`config.mk`:
```
export PLATFORM = sky130hd
export DESIGN_NAME = csr_edge_monitor
export DESIGN_NICKNAME = d
export VERILOG_FILES = /design/src/rtl/csr_mon_pkg.sv /design/src/rtl/csr_snap_track.sv /design/src/rtl/csr_edge_map.sv /design/src/rtl/csr_edge_monitor.sv
export SDC_FILE = /design/constraint.sdc
export NUM_CORES = 1
export LEC_CHECK = 0
export BUFFER_PORTS_ARGS = -buffer_cell sky130_fd_sc_hd__buf_2
export CAP_MARGIN = 5
export CORE_ASPECT_RATIO = 2
export CORE_MARGIN = 5
export CORE_UTILIZATION = 52
export CTS_CLUSTER_DIAMETER = 200
export DETAILED_ROUTE_END_ITERATION = 10
export MAX_ROUTING_LAYER = met4
export PLACE_DENSITY = 0.8
export SYNTH_ARGS = -nofsm -noshare
export SYNTH_HDL_FRONTEND = slang
export SYNTH_SLANG_ARGS = --single-unit
export TNS_END_PERCENT = 30
```
`constraint.sdc`:
```
create_clock -name clk_i -period 6.6 [get_ports clk_i]
set_input_delay 0.33 -clock clk_i [delete_from_list [all_inputs] [get_ports clk_i]]
set_output_delay 0.33 -clock clk_i [all_outputs]
set_load 0.03 [all_outputs]
```
`src/rtl/csr_mon_pkg.sv`:
```
package csr_mon_pkg;
  typedef enum logic {ST_IDLE, ST_SCAN} mon_state_e;
endpackage

```
`src/rtl/csr_snap_track.sv`:
```
module csr_snap_track #(
  parameter int NUM_GRP = 2,
  parameter int VAL_W   = 8,
  parameter int GRP_W   = 1
) (
  input  logic                     clk_i,
  input  logic                     rst_ni,
  input  logic                     load_i,
  input  logic                     last_i,
  input  logic [NUM_GRP*VAL_W-1:0] snap_i,
  input  logic [GRP_W-1:0]         sel_i,
  output logic [VAL_W-1:0]         old_o,
  output logic [VAL_W-1:0]         new_o,
  output logic                     chg_o
);
  logic [NUM_GRP-1:0][VAL_W-1:0] prev_q, old_q, cur_q;
  logic have_prev_q, have_q;

  for (genvar g = 0; g < NUM_GRP; g++) begin : g_grp
    always_ff @(posedge clk_i or negedge rst_ni) begin
      if (!rst_ni) begin
        prev_q[g] <= '0;
        old_q[g]  <= '0;
        cur_q[g]  <= '0;
      end else if (load_i) begin
        old_q[g]  <= prev_q[g];
        cur_q[g]  <= snap_i[g*VAL_W +: VAL_W];
        prev_q[g] <= snap_i[g*VAL_W +: VAL_W];
      end
    end
  end

  // a test boundary drops the reference
  always_ff @(posedge clk_i or negedge rst_ni) begin
    if (!rst_ni) begin
      have_prev_q <= 1'b0;
      have_q      <= 1'b0;
    end else if (load_i) begin
      have_q      <= have_prev_q;
      have_prev_q <= !last_i;
    end
  end

  assign old_o = old_q[sel_i];
  assign new_o = cur_q[sel_i];
  assign chg_o = have_q && (old_q[sel_i] != cur_q[sel_i]);
endmodule

```
`src/rtl/csr_edge_map.sv`:
```
module csr_edge_map #(
  parameter int GRP_W = 1,
  parameter int CLS_W = 4,
  parameter int VAL_W = 8,
  parameter int SETS  = 8,
  parameter int WAYS  = 4
) (
  input  logic             clk_i,
  input  logic             rst_ni,
  input  logic             look_i,
  input  logic [GRP_W-1:0] grp_i,
  input  logic [CLS_W-1:0] cls_i,
  input  logic [VAL_W-1:0] old_i,
  input  logic [VAL_W-1:0] new_i,
  output logic             new_o,
  output logic             full_o
);
  localparam int SET_W = $clog2(SETS);
  localparam int WAY_W = (WAYS > 1) ? $clog2(WAYS) : 1;
  localparam int ENT   = SETS * WAYS;
  localparam int IDX_W = SET_W + WAY_W;
  localparam int KEY_W = GRP_W + CLS_W + 2 * VAL_W;

  logic [ENT-1:0]   vld_q;
  logic [KEY_W-1:0] key_q [ENT];
  logic [KEY_W-1:0] key;
  logic [VAL_W-1:0] mix;
  logic [SET_W-1:0] set_idx;
  logic [WAY_W-1:0] free_way;
  logic [IDX_W-1:0] ins_idx;
  logic             hit, free_found, do_ins;

  assign key     = {grp_i, cls_i, old_i, new_i};
  assign mix     = old_i ^ new_i ^ VAL_W'(cls_i) ^ VAL_W'(grp_i);
  assign set_idx = mix[SET_W-1:0];

  always_comb begin
    hit        = 1'b0;
    free_found = 1'b0;
    free_way   = '0;
    for (int w = 0; w < WAYS; w++) begin
      if (vld_q[{set_idx, WAY_W'(w)}] && key_q[{set_idx, WAY_W'(w)}] == key) hit = 1'b1;
      if (!vld_q[{set_idx, WAY_W'(w)}] && !free_found) begin
        free_found = 1'b1;
        free_way   = WAY_W'(w);
      end
    end
  end

  assign ins_idx = {set_idx, free_way};
  assign do_ins  = look_i && !hit && free_found;
  assign new_o   = look_i && !hit;
  assign full_o  = look_i && !hit && !free_found;

  always_ff @(posedge clk_i or negedge rst_ni) begin
    if (!rst_ni)     vld_q          <= '0;
    else if (do_ins) vld_q[ins_idx] <= 1'b1;
  end

  always_ff @(posedge clk_i) begin
    if (do_ins) key_q[ins_idx] <= key;
  end

  // entries are never dropped inside a session
  p_vld_monotone_r7: assert property (@(posedge clk_i) disable iff (!rst_ni)
    (vld_q & $past(vld_q)) == $past(vld_q));

  // an insertion grows occupancy by exactly one
  p_fill_grows_r9: assert property (@(posedge clk_i) disable iff (!rst_ni)
    (new_o && !full_o) |=> $countones(vld_q) == $past($countones(vld_q)) + 1);
endmodule

```
`src/rtl/csr_edge_monitor.sv`:
```
module csr_edge_monitor
  import csr_mon_pkg::*;
#(
  parameter int NUM_GRP = 2,
  parameter int VAL_W   = 8,
  parameter int CLS_W   = 4,
  parameter int SETS    = 8,
  parameter int WAYS    = 4
) (
  input  logic                     clk_i,
  input  logic                     rst_ni,
  input  logic                     rec_valid_i,
  output logic                     rec_ready_o,
  input  logic [CLS_W-1:0]         rec_cls_i,
  input  logic                     rec_csr_wr_i,
  input  logic                     rec_last_i,
  input  logic [NUM_GRP*VAL_W-1:0] rec_snap_i,
  input  logic [NUM_GRP-1:0]       grp_en_i,
  output logic                     verdict_valid_o,
  output logic                     verdict_keep_o,
  output logic                     ovf_o
);
  localparam int GRP_W = (NUM_GRP > 1) ? $clog2(NUM_GRP) : 1;

  mon_state_e       st_q;
  logic [GRP_W-1:0] idx_q;
  logic [CLS_W-1:0] cls_q;
  logic             wr_q, last_q, acc_q;
  logic             accept, look, chg, map_new, map_full, new_now, at_end;
  logic [VAL_W-1:0] old_v, new_v;

  assign rec_ready_o = (st_q == ST_IDLE);
  assign accept      = rec_valid_i && rec_ready_o;

  csr_snap_track #(.NUM_GRP(NUM_GRP), .VAL_W(VAL_W), .GRP_W(GRP_W)) u_track (
    .clk_i, .rst_ni,
    .load_i (accept),
    .last_i (rec_last_i),
    .snap_i (rec_snap_i),
    .sel_i  (idx_q),
    .old_o  (old_v),
    .new_o  (new_v),
    .chg_o  (chg)
  );

  // explicit status writes and masked groups never reach the map
  assign look    = (st_q == ST_SCAN) && chg && !wr_q && grp_en_i[idx_q];
  assign new_now = map_new;
  assign at_end  = (idx_q == GRP_W'(NUM_GRP - 1));

  csr_edge_map #(.GRP_W(GRP_W), .CLS_W(CLS_W), .VAL_W(VAL_W), .SETS(SETS), .WAYS(WAYS)) u_map (
    .clk_i, .rst_ni,
    .look_i (look),
    .grp_i  (idx_q),
    .cls_i  (cls_q),
    .old_i  (old_v),
    .new_i  (new_v),
    .new_o  (map_new),
    .full_o (map_full)
  );

  always_ff @(posedge clk_i or negedge rst_ni) begin
    if (!rst_ni) begin
      st_q            <= ST_IDLE;
      idx_q           <= '0;
      cls_q           <= '0;
      wr_q            <= 1'b0;
      last_q          <= 1'b0;
      acc_q           <= 1'b0;
      verdict_valid_o <= 1'b0;
      verdict_keep_o  <= 1'b0;
      ovf_o           <= 1'b0;
    end else begin
      verdict_valid_o <= 1'b0;
      if (map_full) ovf_o <= 1'b1;
      if (accept) begin
        st_q   <= ST_SCAN;
        idx_q  <= '0;
        cls_q  <= rec_cls_i;
        wr_q   <= rec_csr_wr_i;
        last_q <= rec_last_i;
      end else if (st_q == ST_SCAN) begin
        if (at_end) begin
          st_q <= ST_IDLE;
          if (last_q) begin
            verdict_valid_o <= 1'b1;
            verdict_keep_o  <= acc_q | new_now;
            acc_q           <= 1'b0;
          end else begin
            acc_q <= acc_q | new_now;
          end
        end else begin
          idx_q <= idx_q + 1'b1;
          acc_q <= acc_q | new_now;
        end
      end
    end
  end

  // source holds a pending record
  p_rec_hold_r1: assert property (@(posedge clk_i) disable iff (!rst_ni)
    (rec_valid_i && !rec_ready_o) |=> rec_valid_i);

  // verdict is a single-cycle strobe
  p_verdict_pulse_r8: assert property (@(posedge clk_i) disable iff (!rst_ni)
    verdict_valid_o |=> !verdict_valid_o);

  // overflow stays set for the session
  p_ovf_sticky_r9: assert property (@(posedge clk_i) disable iff (!rst_ni)
    ovf_o |=> ovf_o);

  // no acceptance while a record is being scanned
  p_busy_no_ready_r1: assert property (@(posedge clk_i) disable iff (!rst_ni)
    accept |=> !rec_ready_o);
endmodule

```
; Yosys cells after proc, flatten, opt, wreduce, memory -nomap -nowiden
; Memory sizes are Yosys's and may differ from the RTL's.
; Cells that the tools add are included.
[classes]
reduce_logical = 28
bitwise = 7
n_eq_ne = 5
muxes = 41
add_sub_neg = 1
magnitude_cmp = 7
[op_table]
columns = operator, count
row1 = 21-bit == test, 4
row2 = 8-bit two-way mux, 4
row3 = 32-bit OR, 1
row4 = "5-bit by 6-bit < comparator with 1-bit output, second input constant", 5
row5 = 1-bit two-way mux, 30
row6 = 1-bit logical AND, 16
row7 = 1-bit binary-select mux with 3-bit select, 4
row8 = 1-bit zero test, 9
row9 = 8-bit != test, 1
row10 = 3-bit XOR, 2
row11 = 1-bit demux with 5-bit select, 1
row12 = "5-bit by 1-bit >= comparator with 1-bit output, second input constant", 1
row13 = 2-bit two-way mux, 2
row14 = 4-bit AND reduction, 1
row15 = 3-bit by 1-bit XOR with 3-bit output, 1
row16 = "1-bit by 2-bit < comparator with 1-bit output, second input constant", 1
row17 = 1-bit NOT, 2
row18 = 2-bit AND reduction, 1
row19 = 2-bit nonzero test, 1
row20 = "1-bit adder, second input constant", 1
row21 = 1-bit OR, 1
[word_totals]
word_cells = 106
mem_bits_rw = 672
input_bits = 27
regBits = 78
n_memories = 1
out_inout_bits = 4
[memory_table]
columns = name, depth, width, rd, rd_clocked_by_memory_dff, write_ports, line_no
row1 = u_map.key_q, 32, 21, 4, 0, 1, csr_edge_map.sv:25  ; logic [KEY_W-1:0] key_q [ENT];

; Logic depth before layout (Yosys ltp)
; Gate-level depths: netlist of run 1.
[depth]
word_depth = 21
depth_mapped = 18
mapped_depth_nobuf = 11

; Cells and area by module
; From an unflattened synthesis of run 1, not the netlist that was laid out.
[hier_totals]
hier_cells = 2056
hier_area_um2 = 31575.3
[by_module_without_submodules]
columns = mod, seq_area_each_um2, cells_each, area_per_inst_um2, n_inst
row1 = csr_edge_map, 20980.1, 1916, 29480.8, 1
row2 = csr_snap_track, 850.8, 106, 1606.5, 1
row3 = csr_edge_monitor, 300.3, 34, 488.0, 1

; Worst setup path after synthesis of run 1
; Ideal clock, no wire load.
[synth_path]
path_kind = reg-to-reg
start = reg idx_q (netlist: at_end)
end = mem u_map.key_q[17][0] (netlist name) (enable)
arrival_time_ns = 5.876
n_path_buf = 3
synth_period_minus_slack_ns = 6.330
slack_ns = 0.270
t_required_ns = 6.145
setup_ns = 0.455
stages_incl_launch_ff = 12
path_cell_list = dfrtp_1 buf_2 buf_1 mux2i_1 inv_1 or4b_2 o211a_1 nand4_1 nor4_1 a22o_1 buf_2 nor4_1
[synth_via]
elab_cells_between_ends = 55
classes_between = 5 x eq/ne / 27 x mux / 3 x bitwise / 19 x reduce/logical / 1 x memory
[synth_lines]
columns = item, line_no
row1 = start: declaration, csr_edge_monitor.sv:26  ; logic [GRP_W-1:0] idx_q;
row2 = start signal: assignment, csr_edge_monitor.sv:93  ; idx_q <= idx_q + 1'b1;
row3 = 8-bit two-way mux (implied by the code) * (2 in series), csr_snap_track.sv:45  ; assign new_o = cur_q[sel_i];
row4 = via new_v[7], csr_edge_monitor.sv:30  ; logic [VAL_W-1:0] old_v, new_v;
row5 = 21-bit == test, csr_edge_map.sv:42  ; if (vld_q[{set_idx, WAY_W'(w)}] && key_q[{set_idx, WAY_W'(w)}] == key) hit = 1'b1;
row6 = 1-bit logical AND, csr_edge_map.sv:42
row7 = 1-bit two-way mux (4 in series), csr_edge_map.sv:42
row8 = 1-bit zero test, csr_edge_map.sv:51  ; assign do_ins = look_i && !hit && free_found;
row9 = 1-bit logical AND * (2 in series), csr_edge_map.sv:51
row10 = 1-bit two-way mux *, csr_edge_map.sv:61  ; if (do_ins) key_q[ins_idx] <= key;
row11 = 1-bit two-way mux (implied by the code) *, csr_edge_map.sv:61
row12 = end: declaration, csr_edge_map.sv:25
; The timed path passes the listed nets; every way through them passes the cells marked *. The select of a mux whose other input is x is not followed.

; Worst setup path after layout of run 1
[layout_path]
start = reg idx_q (netlist: at_end)
end = mem u_map.key_q[16][0] (netlist name) (enable)
[layout_via]
elab_chain_len = 19
elab_cells_between_ends = 55
classes_between = 5 x eq/ne / 27 x mux / 3 x bitwise / 19 x reduce/logical / 1 x memory
[layout_rtl]
columns = item
row1 = "parallel branches: the longest is 19 deep, another holds memory read 32 x 21 bit"
; Parallel ways; which one is timed is not known. The select of a mux whose other input is x is not followed.

==> results.txt, run 1 <==
Outcome = finished, final reports clean
Relative slew margins = 3.53%
Ant. Diodes = 0
Clock sinks = 750
Htree depth = 2
WL met3 = 8.30 mm
Die Y = 355 um
Flop-to-flop setup slack = 0.36 ns
Class of the tightest hold or removal check = primary input to flip-flop
Routability cong. = 1.01
Max-Cap Viols = 0
Number of port buffers = 30
Vias in the first global route = 20600
Worst Skew = 0.0253 ns
Reg clk slew, reported paths = 0.07 ns
Area of the core = 59000 um^2
Vias = 20000
Final setup TNS = 0 ns
Yosys reg bits = 750
Remaining DRCs = 0
Total global routing track utilization = 29.4%
Main synth FF type = edfxtp_1
Worst-skew pair later-pin latency = 0.63 ns
Layout cells sized above 1 = 17.3%
Setup crit start kind = flip-flop
Critical Path RT = 6.90 ns
Synthesized Nets = 2030
RSZ-0062 raised after global routing = false
Final worst path period share = 94.6%
Layout area overhead = 13.0%
Number of filler cells placed in the layout = 4260
Die area = 64600 um^2
Row count = 126
Iter 0 DRT Violations = 2528
Worst Setup SP = at_end$_DFFE_PN0P_
EDFF count, synth = 672
Initial Util = 52.4%
Post-Syn Area = 30900 um^2
Pins Over Slew Limit = 0
Worst setup path category = flip-flop to flip-flop
Period minus WS final = 6.24 ns
Syn_area_per_cell = 15.4 um^2
Ys async rst share = 10.4%
I/O pin count = 31
Post-layout nets = 2151
Global-route wire length before repair = 135 mm
CTS max path bufs = 3
Synth cell types = 88
WL final = 94.1 mm
TritonCTS clock tree = done
Post-synthesis sequential area ratio = 71.7%
Top sig layer = met4
Root Buffer Master = clkbuf_16
Slew @ Worst Pin = 1.41 ns
Final ANT Viol Nets = 0
Sum of net half-perimeters after detailed placement = 60.9 mm
Worst Path Max Fanout = 34
Cells after synthesis = 2003
Overflow after GRT = 0
Final setup viols = 0
Crit path arrival time = 6.54 ns
Final Hold Viols = 0
Average wire per standard cell = 32.0 um
CTS Buf Count = 57
DR pass1 iterations = 9
Initial antenna violation count = 1
Critical hold path startpoint = rec_cls_i[3]
M1 WL = 28.7 mm
Die Wd = 182 um
Highest clock rate = 160 MHz
Pin count of the biggest net entering global routing = 79
Worst Setup End Kind = flip-flop
Via-to-Cell Ratio = 6.80
FF-to-FF Start = at_end$_DFFE_PN0P_
Met2 WL post-DR = 47.6 mm
Synth warn = 0
## metrics by stage
stage / instances / hold slack, ns / util [%] / setup WS (ns) / instance area, um^2
final: 2937 / 0.0316 / 59.2 / 0.359 / 34900
after global routing: 2937 / 0.0359 / 59.2 / 0.210 / 34900
after CTS: 2937 / 0.00501 / 59.2 / 0.484 / 34900
after detailed placement: 2810 / 0.444 / 55.5 / 0.479 / 32700
after global placement: 2809 / 0.431 / 55.4 / 0.525 / 32700
after floorplan: 2003 / 0.0344 / - / 0.270 / 30900
## placed cells by master (no fill, tap or decap), types with 30 or more instances in the layout
master,count
dfrtp_1,77
xnor2_1,70
edfxtp_1,672
mux2_2,49
clkbuf_16,58
nand3_1,46
o221ai_1,143
o22ai_1,30
mux2i_1,119
buf_4,125
inv_1,36
a22oi_1,34
nand2_1,228
## sequential cells by signal, indices dropped and copies added (netlist names)
register,cells
acc_q,1
at_end,1
cls_q,4
last_q,1
ovf_o,1
st_q,1
u_map.key_q,672
u_map.vld_q,32
u_track.have_prev_q,1
u_track.have_q,1
u_track.old_q,16
u_track.prev_q,16
verdict_keep_o,1
verdict_valid_o,1
wr_q,1
## Yosys cell counts (all sizes together) (22+ instances only)
cell / number / area [um^2]
nor4: 30 / 219
buf: 98 / 582
a22oi: 35 / 268
o22ai: 30 / 188
o21ai: 22 / 125
nor3: 33 / 170
clkbuf: 29 / 109
dfrtp: 78 / 1950
o221ai: 143 / 1250
mux2: 52 / 586
xnor2: 70 / 613
nand3: 48 / 250
nor2: 34 / 130
nand2: 233 / 887
edfxtp: 672 / 20200
mux2i: 123 / 1240
inv: 37 / 139
## worst max-delay path, stage by stage, from the launching register on
cell	delay, ns
dfrtp_2	0.75
buf_4	0.54
mux2i_1	1.19
xnor2_1	0.16
nand4_1	0.24
a2111oi_0	0.17
buf_4	0.19
or4_1	0.70
nor2_1	0.42
nand2_1	0.34
nor4_2	0.76
buf_4	0.40
## cell families after synthesis
family	after synthesis	share of synthesized area [%]
AOI/OAI and AO/OA	369	9.74
xor gates and xnor gates	85	2.60
buffers and inverters	165	2.70
DFF	750	71.7
muxes	178	6.13
and+or+nand+nor	456	7.13
## metal layers
metal / up-vias / track usage (%)
met1: 9801 / 30.3
li1: 8169 / -
met4: 0 / 22.9
met3: 507 / 4.53
met5: - / -
met2: 1496 / 49.6
## final timing paths
| kind | to | depth (start not counted) |
|---|---|---|
| max in group asynchronous | at_end$_DFFE_PN0P_ | 2 |
| setup / recovery | u_map.key_q[16][0]$_DFFE_PP_ | 11 |
| hold / removal | cls_q[3]$_DFFE_PN0P_ | 3 |
| setup reg to reg | u_map.key_q[16][0]$_DFFE_PP_ | 11 |
| min in group asynchronous | wr_q$_DFFE_PN0P_ | 2 |
| hold reg to reg | u_map.vld_q[26]$_DFFE_PN0N_ | 2 |
## timing repair
action / in CTS / in global routing
gates resized for setup: 0 / 0
hold buffers: 23 / 0
setup buffers: 0 / 0
hold endpoints to repair: 101 / 0
endpoints found under the setup margin: 0 / 0
## final cells by class
cell class              instances  area, um^2  area share, %
flip-flops and latches        750       22100           63.5
multi-input cells            1088        8150           23.4
repair buffers                189        1550           4.43
clock buffers                  66        1490           4.28
well taps                     768         961           2.76
clock inverters                38         450           1.29
inverters                      38         143          0.409
Power of run 1 is not shown: default switching activity piles up to over one toggle a cycle in this logic, so the estimate is an artifact.
==> run 2, diff against run 1 <==
--- a/config.mk
+++ b/config.mk
@@ -14,6 +14,7 @@
 export DETAILED_ROUTE_END_ITERATION = 10
 export MAX_ROUTING_LAYER = met4
 export PLACE_DENSITY = 0.8
+export REMOVE_ABC_BUFFERS = 1
 export SYNTH_ARGS = -nofsm -noshare
 export SYNTH_HDL_FRONTEND = slang
 export SYNTH_SLANG_ARGS = --single-unit
==> run 2 against run 1 <==
Effect of this change: the flow now finishes with violations (max-capacitance violations, max-slew violations); core utilization shrank 0.43 points; global-route usage increased by 1.7 points; clock skew is 0.021 ns higher; clock-buffer cell count grew 8; sequential share of layout area increased by 0.46 points.
==> results.txt, run 2 (synthesis gave the netlist of run 1 again) <==
Remaining DRCs = 0
Final ANT Viol Nets = 0
Area of the core = 59000 um^2
CTS max path bufs = 3
Highest clock rate = 160 MHz
Reg clk slew, reported paths = 0.07 ns
Iter 0 DRT Violations = 2646
Setup crit start kind = flip-flop
Final Hold Viols = 0
Relative slew margins = -1.20%
Clock sinks = 750
Htree depth = 2
Final worst path period share = 94.4%
Failing checks = max-capacitance violations, max-slew violations
Average wire per standard cell = 33.7 um
CTS Buf Count = 55
Die Wd = 182 um
Worst Skew = 0.0459 ns
Worst Setup End Kind = flip-flop
Max FFs per register = 672
Top Registers = u_map.key_q x672, u_map.vld_q x32
Post-CTS Hold Buffers = 23
Pin count of the biggest net entering global routing = 79
Worst setup path category = flip-flop to flip-flop
WL final = 98.9 mm
I/O pin count = 31
Final setup viols = 0
Largest register by flop count = u_map.key_q
Die area = 64600 um^2
DR pass1 iterations = 6
Top cell family by delay on the critical path = simple AND/OR/NAND/NOR gates
Worst-path cell chain = buf_4 > mux2i_1 > xnor2_1 > nand4_1 > a2111oi_0 > buf_2 > or4_1 > nor2_1 > nand2_1 > nor4_2 > buf_4
Layout area overhead = 12.2%
Pins Over Slew Limit = 3
Outcome = finished with violations
Leading cell type in the layout, fill and taps excluded = edfxtp_1
Overflow after GRT = 0
Critical path's slowest cell = mux2i_1
Slew @ Worst Pin = 1.51 ns
Vias in the first global route = 20400
Max-Cap Viols = 1
Worst-skew pair later-pin latency = 0.64 ns
Row count = 126
Worst path bufs/invs = 3
Initial antenna violation count = 6
Setup Fix Bufs, Post-CTS = 0
Initial Util = 52.4%
Root Buffer Master = clkbuf_16
Period minus WS final = 6.23 ns
Critical Path RT = 6.92 ns
Global-route wire length before repair = 141 mm
RSZ-0062 raised after global routing = false
Post-cts resize count = 0
Total global routing track utilization = 31.1%
Crit path arrival time = 6.55 ns
Sum of net half-perimeters after detailed placement = 63.2 mm
Vias = 20400
Via-to-Cell Ratio = 6.93
Worst path max stage delay = 1.10 ns
Final hold slack = 0.0210 ns
TritonCTS clock tree = done
Most frequent cells in the layout = 672 x edfxtp_1, 228 x nand2_1, 143 x o221ai_1
Die Y = 355 um
Routability cong. = 1.05
Class of the tightest hold or removal check = primary input to flip-flop
Post-layout nets = 2146
Number of port buffers = 30
Number of filler cells placed in the layout = 4301
Worst Path Max Fanout = 54
Layout cells sized above 1 = 16.6%
Crit path top cell by count = buf_4
==> run 2: changes by cell type in the layout (fill, tap and decap cells not counted), sizes merged <==
cell      change
diode         +6
bufinv        -5
clkinvlp      -4
inv           -1
clkbuf        +9
buf           -4
==> run 2: worst reg2reg max path, delay by kind of cell, from the launching register on <==
kind                      cells  cell delay [ns]
AOI/OAI and AO/OA             1             0.11
buffers and inverters         3             1.23
DFF                           1             0.44
muxes                         1             1.17
xor gates and xnor gates      1             0.17
and+or+nand+nor               5             2.83
==> run 2: layer usage <==
| layer | track usage, % | vias to the layer above | part of all wire (%) |
|---|---|---|---|
| met5 | - | - | 0 |
| li1 | - | 8168 | - |
| met2 | 50.5 | 1668 | 50 |
| met1 | 31.7 | 9931 | 30 |
| met4 | 27.2 | 0 | 11 |
| met3 | 6.04 | 584 | 9.6 |
==> run 2: through the flow <==
step                      utilization [%]  instance area, um^2  cells  worst slack, ns  setup TNS [ns]
after global routing                 58.7                34600   2937            0.341               0
after detailed placement             55.3                32600   2805            0.497               0
final                                58.7                34600   2938            0.368               0
after floorplan                         -                30200   1876            -3.04        -1750.29
after CTS                            58.7                34600   2930            0.511               0
after global placement               55.3                32600   2803            0.554               0
==> run 2: final cells by class <==
| class | instances | area (um^2) | area share (%) |
|---|---|---|---|
| inverters | 38 | 143 | 0.412 |
| clock inverters | 28 | 235 | 0.679 |
| clock buffers | 74 | 1520 | 4.39 |
| flip-flops and latches | 750 | 22100 | 63.9 |
| repair buffers | 186 | 1480 | 4.28 |
| multi-input cells | 1088 | 8140 | 23.5 |
| diodes | 6 | 15.0 | 0.0434 |
| well taps | 768 | 961 | 2.78 |
==> run 2: path summary, 6_finish.rpt <==
| path | start | to | slack [ns] | cells after the start |
|---|---|---|---|---|
| setup reg to reg | at_end$_DFFE_PN0P_ | u_map.key_q[21][10]$_DFFE_PP_ | 0.37 | 11 |
| hold reg to reg | u_map.vld_q[12]$_DFFE_PN0N_ | u_map.vld_q[12]$_DFFE_PN0N_ | 0.47 | 1 |
| max in group asynchronous | rst_ni | at_end$_DFFE_PN0P_ | 5.33 | 2 |
| min in group asynchronous | rst_ni | u_map.vld_q[19]$_DFFE_PN0N_ | 0.45 | 2 |
| hold / removal | rec_snap_i[2] | u_track.prev_q[2]$_DFFE_PN0P_ | 0.02 | 3 |
| setup / recovery | at_end$_DFFE_PN0P_ | u_map.key_q[21][10]$_DFFE_PP_ | 0.37 | 11 |
Power of run 2 is left out for the same reason.
